$ cat config.mk
export PLATFORM = sky130hd
export DESIGN_NAME = ind_reg_bridge
export DESIGN_NICKNAME = d
export VERILOG_FILES = /design/src/rtl/ind_reg_bridge.sv
export SDC_FILE = /design/constraint.sdc
export NUM_CORES = 1
export LEC_CHECK = 0
export ABC_AREA = 1
export BUFFER_PORTS_ARGS = -buffer_cell sky130_fd_sc_hd__clkbuf_2
export CAP_MARGIN = 0
export CELL_PAD_IN_SITES_DETAIL_PLACEMENT = 1
export CELL_PAD_IN_SITES_GLOBAL_PLACEMENT = 1
export CORE_AREA = 2 2 91 75
export CTS_CLUSTER_SIZE = 24
export DETAILED_ROUTE_END_ITERATION = 6
export DIE_AREA = 0 0 93 77
export PLACE_DENSITY_LB_ADDON = 0.1
export RECOVER_POWER = 50
export SKIP_CTS_REPAIR_TIMING = 1
export SYNTH_ARGS = -nofsm -noshare
export SYNTH_HDL_FRONTEND = slang
export SYNTH_SLANG_ARGS = --single-unit
export TNS_END_PERCENT = 10
$ cat constraint.sdc
create_clock -name clk -period 1.6 [get_ports clk]
set_clock_uncertainty 0.15 [all_clocks]
set_input_delay 0.16 -clock clk [delete_from_list [all_inputs] [get_ports clk]]
set_output_delay 0.16 -clock clk [all_outputs]
set_load 0.1 [all_outputs]
$ cat src/rtl/ind_reg_bridge.sv
module ind_reg_bridge #(
  parameter int WORD_W    = 64,
  parameter int IDX_W     = 3,
  parameter int OP_W      = 3,
  parameter int OP_ACCESS = 6,
  parameter int VLD_BIT   = 63,
  parameter int OP_LSB    = 60,
  parameter int RD_BIT    = 56,
  parameter int IDX_LSB   = 40
) (
  input  logic              clk,
  input  logic              rst_n,
  input  logic              host_we,
  input  logic [WORD_W-1:0] host_wdata,
  output logic [WORD_W-1:0] host_rdata,
  output logic [IDX_W-1:0]  reg_sel,
  output logic              reg_wr,
  output logic              reg_rd,
  output logic [7:0]        reg_wdata,
  input  logic [7:0]        reg_rdata
);
  localparam logic [1:0] PH_IDLE = 2'd0, PH_ISSUE = 2'd1, PH_TAKE = 2'd2;

  logic             vld_q, rd_q;
  logic [OP_W-1:0]  op_q;
  logic [IDX_W-1:0] idx_q;
  logic [7:0]       dat_q;
  logic [1:0]       ph_q;

  wire              w_vld = host_wdata[VLD_BIT];
  wire [OP_W-1:0]   w_op  = host_wdata[OP_LSB +: OP_W];
  wire              take  = host_we && !vld_q;

  always_ff @(posedge clk) begin
    if (!rst_n) begin
      vld_q <= 1'b0; rd_q <= 1'b0; op_q <= '0; idx_q <= '0; dat_q <= '0; ph_q <= PH_IDLE;
    end else if (take) begin
      op_q  <= w_op;
      rd_q  <= host_wdata[RD_BIT];
      idx_q <= host_wdata[IDX_LSB +: IDX_W];
      if (w_vld && w_op == OP_W'(OP_ACCESS)) begin
        vld_q <= 1'b1; dat_q <= host_wdata[7:0]; ph_q <= PH_ISSUE;
      end else begin
        vld_q <= 1'b0; dat_q <= w_vld ? 8'h00 : host_wdata[7:0]; ph_q <= PH_IDLE;
      end
    end else if (ph_q == PH_ISSUE) begin
      ph_q <= PH_TAKE;
    end else if (ph_q == PH_TAKE) begin
      ph_q  <= PH_IDLE;
      vld_q <= 1'b0;
      if (rd_q) dat_q <= reg_rdata;
    end
  end

  assign reg_sel   = idx_q;
  assign reg_wdata = dat_q;
  assign reg_wr    = (ph_q == PH_ISSUE) && !rd_q;
  assign reg_rd    = (ph_q == PH_ISSUE) && rd_q;

  always_comb begin
    host_rdata = '0;
    host_rdata[VLD_BIT]             = vld_q;
    host_rdata[OP_LSB +: OP_W]      = op_q;
    host_rdata[RD_BIT]              = rd_q;
    host_rdata[IDX_LSB +: IDX_W]    = idx_q;
    host_rdata[7:0]                 = dat_q;
  end

  p_strobe_excl_r4: assert property (@(posedge clk) disable iff (!rst_n)
    $onehot0({reg_wr, reg_rd}));
  p_idle_quiet_r1: assert property (@(posedge clk) disable iff (!rst_n)
    !host_rdata[VLD_BIT] |-> !(reg_wr || reg_rd));
  p_busy_two_r3: assert property (@(posedge clk) disable iff (!rst_n)
    $rose(host_rdata[VLD_BIT]) |=> host_rdata[VLD_BIT] ##1 !host_rdata[VLD_BIT]);
  p_start_strobe_r5: assert property (@(posedge clk) disable iff (!rst_n)
    $rose(host_rdata[VLD_BIT]) |-> (reg_wr || reg_rd));
  p_busy_ignore_r8: assert property (@(posedge clk) disable iff (!rst_n)
    (host_rdata[VLD_BIT] && host_we) |=> $stable(host_rdata[WORD_W-2:8]));
  p_other_op_r6: assert property (@(posedge clk) disable iff (!rst_n)
    (host_we && !host_rdata[VLD_BIT] && host_wdata[VLD_BIT] && host_wdata[OP_LSB +: OP_W] != OP_W'(OP_ACCESS))
    |=> (!host_rdata[VLD_BIT] && host_rdata[7:0] == 8'h00 && !reg_wr && !reg_rd));
endmodule

Word-level counts from Yosys, hierarchy flattened
Cells that the tools add are included.

Register bits: 18. Latch bits: 0. Memory bits (writable): 0. ROM bits: 0. Input port bits: 75. Output and inout bits: 77. Word-level logic and storage cells: 35. Memories: 0.

Add/subtract/negate cells: 0. $mul: 0. Div/mod/pow operators: 0. $lt $le $gt $ge: 0. Equality and inequality tests: 4. Shift-type cells: 0. Mux-type cells: 14. Bitwise logic cells: 0. Reductions and logical operators: 11.

Operators by type and width (count): 8-bit 2-to-1 mux (6); 2-bit 2-to-1 mux (3); 1-bit 2-to-1 mux (5); 1-bit logical AND (4); 2-bit nonzero test (2); 3-bit equality test, second input constant (1); 3-bit AND reduction (1); 3-bit nonzero test (1); 2-bit by 1-bit equality test with 1-bit output, second input constant (1); 2-bit equality test, second input constant (1); 1-bit logical NOT (2); 2-bit != test, second input constant (1); 2-bit AND reduction (1).

Depth between registers and ports, before layout
Depth in word-level cells: 4. Mapped depth: 6. Mapped depth without buffers: 5.

Least setup slack after synthesis
Ideal clock, no wire load.

Kind: register to output. From: register ph_q[0]. To: output port reg_rd. Data arrival time: 1919 ps. Required time: 1290 ps. Setup slack: -629 ps. Stages on the path, launching flop included: 4. Buffers on the path: 0. Cells stage by stage: dfxtp_1 > inv_1 > or2_2 > nor2_1.

Cells in the longest elaborated chain, start to end: 2.

Ends and longest elaborated chain: from (decl) (RTL line 28) `logic [1:0] ph_q;`; from (signal assigned) (RTL line 36) `vld_q <= 1'b0; rd_q <= 1'b0; op_q <= '0; idx_q <= '0; dat_q <= '0; ph_q <= PH_IDLE;`; from (signal assigned) (RTL line 42) `vld_q <= 1'b1; dat_q <= host_wdata[7:0]; ph_q <= PH_ISSUE;`; from (signal assigned) (RTL line 44) `vld_q <= 1'b0; dat_q <= w_vld ? 8'h00 : host_wdata[7:0]; ph_q <= PH_IDLE;`; 2-bit by 1-bit equality test with 1-bit output (RTL line 58) `assign reg_rd = (ph_q == PH_ISSUE) && rd_q;`; 1-bit logical AND (RTL line 58); to (decl) (RTL line 18) `output logic reg_rd,`.

Every way passes these cells.

Final worst setup path
From: register ph_q[0]. To: output port reg_wr.

Cells in the longest elaborated chain, start to end: 2.

Ends and longest elaborated chain: 2-bit by 1-bit equality test with 1-bit output (RTL line 57) `assign reg_wr = (ph_q == PH_ISSUE) && !rd_q;`; 1-bit logical AND (RTL line 57); to (decl) (RTL line 17) `output logic reg_wr,`.

Every way passes these cells.

==> flow_metrics.py <==
metrics = {
    "logic_synthesis": {
        "synth_compound_area_share_pct": 11.96,
        "netlist.area_leader.share_pct": 33.21,
        "synth.cell_area_mm2": 0.001401,
        "syn_area_per_cell_um2": 7.337,
        "ys_seq_area_share_pct": 25.71,
        "synthCells": 191,
        "ys_ff_latch": 18,
        "synth.top_cells.by_count": "buf_4, nand2_1, inv_1, nor2_1, dfxtp_1",
        "synth_top_area_cell": "buf_4",
        "synth-edff-count": 0,
        "yosys.area_share.simple_pct": 19.82,
        "synth_ff_type": "dfxtp_1",
        "async_flop_share_pct": 0,
        "synthDistinctLibCells": 24,
        "synthAdderAreaFrac_pct": 0,
        "synth-xor-area-share_pct": 0,
        "yosys.cell_count.top_type": "buf_4",
        "synth_mux_area_share_pct": 0,
        "synth_top_family_by_area": "buffers and inverters",
        "synthTopCellsByArea": "buf_4, dfxtp_1, nand2_1",
        "ys_warn_count": 0,
    },
    "placed_design": {
        "routabilityCongestion": 0.6566,
        "port_buffers": 55,
        "pre_cts_slack_ns": 0.2646,
        "detailedPlacementHpwl_um": 2426,
        "dp_cells": 311,
    },
    "layout": {
        "area_delta_synth_final_pct": 10.89,
        "fill_cells": 822,
        "diodes": 0,
        "drive_above_1_share_pct": 32.47,
        "final_util_pct": 24.88,
        "fin_cells": 315,
        "final_nets": 307,
    },
    "worst_setup_path": {
        "path_max_fanout": 3,
        "path_class": "flop to output port",
        "crit_path_start_kind": "flop",
        "crit_arrival_ns": 1.22,
        "worstRegToRegCells": 5,
        "reg2reg_from": "vld_q$_SDFFE_PN0P_",
        "cp_data_required_time_ns": 1.29,
        "cp-end-kind": "output port",
        "rr_endpoint": "reg_wdata[2]$_SDFFE_PN0P_",
        "worst-r2r-setup-slack_ns": 0.21,
    },
    "power": {
        "p_per_area_mw_per_mm2": 1215,
        "peakVddDrop_mv": 0.2948,
        "seqPwrFrac_pct": 26.3,
        "power_mw": 1.888,
        "p_int_mw": 0.7879,
        "switching_power_mw": 1.101,
        "clkPwrFrac_pct": 20.5,
        "comb_power_share_pct": 53.2,
        "leakagePower_nw": 0.8428,
        "swShare_pct": 58.28,
    },
    "job": {
        "cap_violations": 0,
    },
    "worst_hold_path": {
        "hold_depth": 3,
        "hp-class": "input pin to flop",
        "hold_start": "host_wdata[60]",
        "holdPathEnd": "op_q[0]$_SDFFE_PN0P_",
    },
    "route": {
        "wl_per_cell_um": 10.14,
        "ant_nets": 0,
        "wl_um": 3193,
        "drt_iter0_markers": 9,
        "drtPass1Iterations": 4,
        "avgViaCountPerCell": 3.483,
        "drc": 0,
        "via_count": 1097,
    },
    "sta": {
        "rsz0062_at_grt": "false",
        "fmax_mhz": 655.0,
        "slew_viol_final": 0,
        "fin_hold_ws_ns": -0.002682,
        "min_period_ns": 1.527,
        "finalCritPeriodShare_pct": 95.42,
        "slew-limit-headroom_pct": 63.84,
        "worst_slack_ns": 0.07326,
        "tightest_slew_ns": 0.5447,
        "finalHoldViolCount": 1,
        "setup_viol": 0,
    },
    "grt": {
        "grt-ovfl-total": 0,
        "grt_pass1_wl_um": 5085,
        "grt_pass1_vias": 986,
        "antenna_found_initial": 0,
        "grt_usage_pct": 9.013,
        "grt_max_degree": 24,
    },
    "cts": {
        "htreeDepth": 1,
        "cts_sinks": 18,
        "clockBufferDepth": 2,
        "root_buffer": "clkbuf_8",
        "cts_tree": "yes",
        "insertion_delay_ns": 0.26,
        "clkTransAtPathRegs_ns": 0.08,
        "cts_buffers": 3,
    },
    "floorplan": {
        "ios": 152,
        "core-area_mm2": 0.006246,
        "fp.dieH_um": 77,
        "start_util_pct": 22.44,
        "die-area_mm2": 0.007161,
        "rows": 26,
        "die_w_um": 93,
    },
    "status": {
        "status": "finished with violations",
        "violations": "negative hold slack",
    },
}
==> worst max-delay path, stage by stage, from the launching register on <==
cell and delay [ns]:
dfxtp_2 0.34, inv_1 0.08, or2_4 0.26, nor2_4 0.10, buf_12 0.18
==> state kept, by name, summed over array words and instances, names as in the netlist <==
register,count
reg_wdata,8
op_q,3
reg_sel,3
ph_q,2
rd_q,1
vld_q,1
==> layer usage <==
layer / vias to the layer above / GRT usage (%) / wire length, um
met2: 55 / 14.49 / 1436
met1: 485 / 11.82 / 1470
met3: 2 / 2.947 / 270
li1: 555 / - / -
met4: 0 / 1.765 / 17
met5: - / 0 / 0
==> how the worst max path moves through the flow <==
| stage | start | end | slack, ns | cells after the start |
|---|---|---|---|---|
| 2_1_floorplan | ph_q[0]$_SDFFE_PN0P_ | reg_rd | -0.18 | 3 |
| 3_3_place_gp | ph_q[0]$_SDFFE_PN0P_ | reg_rd | 0.25 | 4 |
| 3_5_place_dp | ph_q[0]$_SDFFE_PN0P_ | reg_wr | 0.26 | 4 |
| 4_1_cts | ph_q[0]$_SDFFE_PN0P_ | reg_wr | -0.04 | 4 |
| 5_1_grt | ph_q[0]$_SDFFE_PN0P_ | reg_wr | 0.02 | 4 |
| 6_report | ph_q[0]$_SDFFE_PN0P_ | reg_wr | 0.07 | 4 |
==> metrics by stage <==
stage	instance area (um^2)	hold WS [ns]	setup TNS [ns]
global route	1554	0.008772	0
detailed placement	1496	0.2699	0
finish	1554	-0.002682	0
floorplan	1583	0.1627	-1.274
global placement	1496	0.2702	0
CTS	1551	-0.01175	-0.08392
==> power by group through the flow <==
stage	clock, mW	sequential [mW]	combinational, mW
6_report	0.387	0.497	1.00
3_5_place_dp	0	0.508	1.01
3_3_place_gp	0	0.507	1.01
2_1_floorplan	0	0.676	0.865
5_1_grt	0.429	0.502	1.04
4_1_cts	0.407	0.497	1.01
==> area by class of cell <==
class | instances | area [um^2] | share of cell area, %
multi-input combinational | 131 | 631.9 | 40.66
sequential | 18 | 361.6 | 23.27
timing repair buffer | 56 | 317.8 | 20.45
tap | 84 | 105.1 | 6.763
inverter | 22 | 82.58 | 5.314
clock buffer | 4 | 55.05 | 3.543
==> logic make-up after synthesis <==
group	after synthesis
other	1
DFF	18
buffers and inverters	89
AOI/OAI and AO/OA	25
and+or+nand+nor	58
==> cell usage in the layout (no fill, tap or decap) <==
cell	n
nand3_1	9
nor2_1	18
nand3_4	1
or2_4	1
clkbuf_2	51
o21bai_4	1
dfxtp_1	17
dfxtp_2	1
clkbuf_4	1
inv_1	20
nor2_2	1
o21ai_2	1
nand3_2	1
a21oi_1	8
nand4_1	1
nand2_2	1
conb_1	48
nand2_1	22
clkbuf_8	4
buf_4	2
o21bai_1	7
inv_2	2
a21oi_2	2
o21ai_0	6
buf_12	2
nor2_4	3
(Power assumes the default switching activity.)
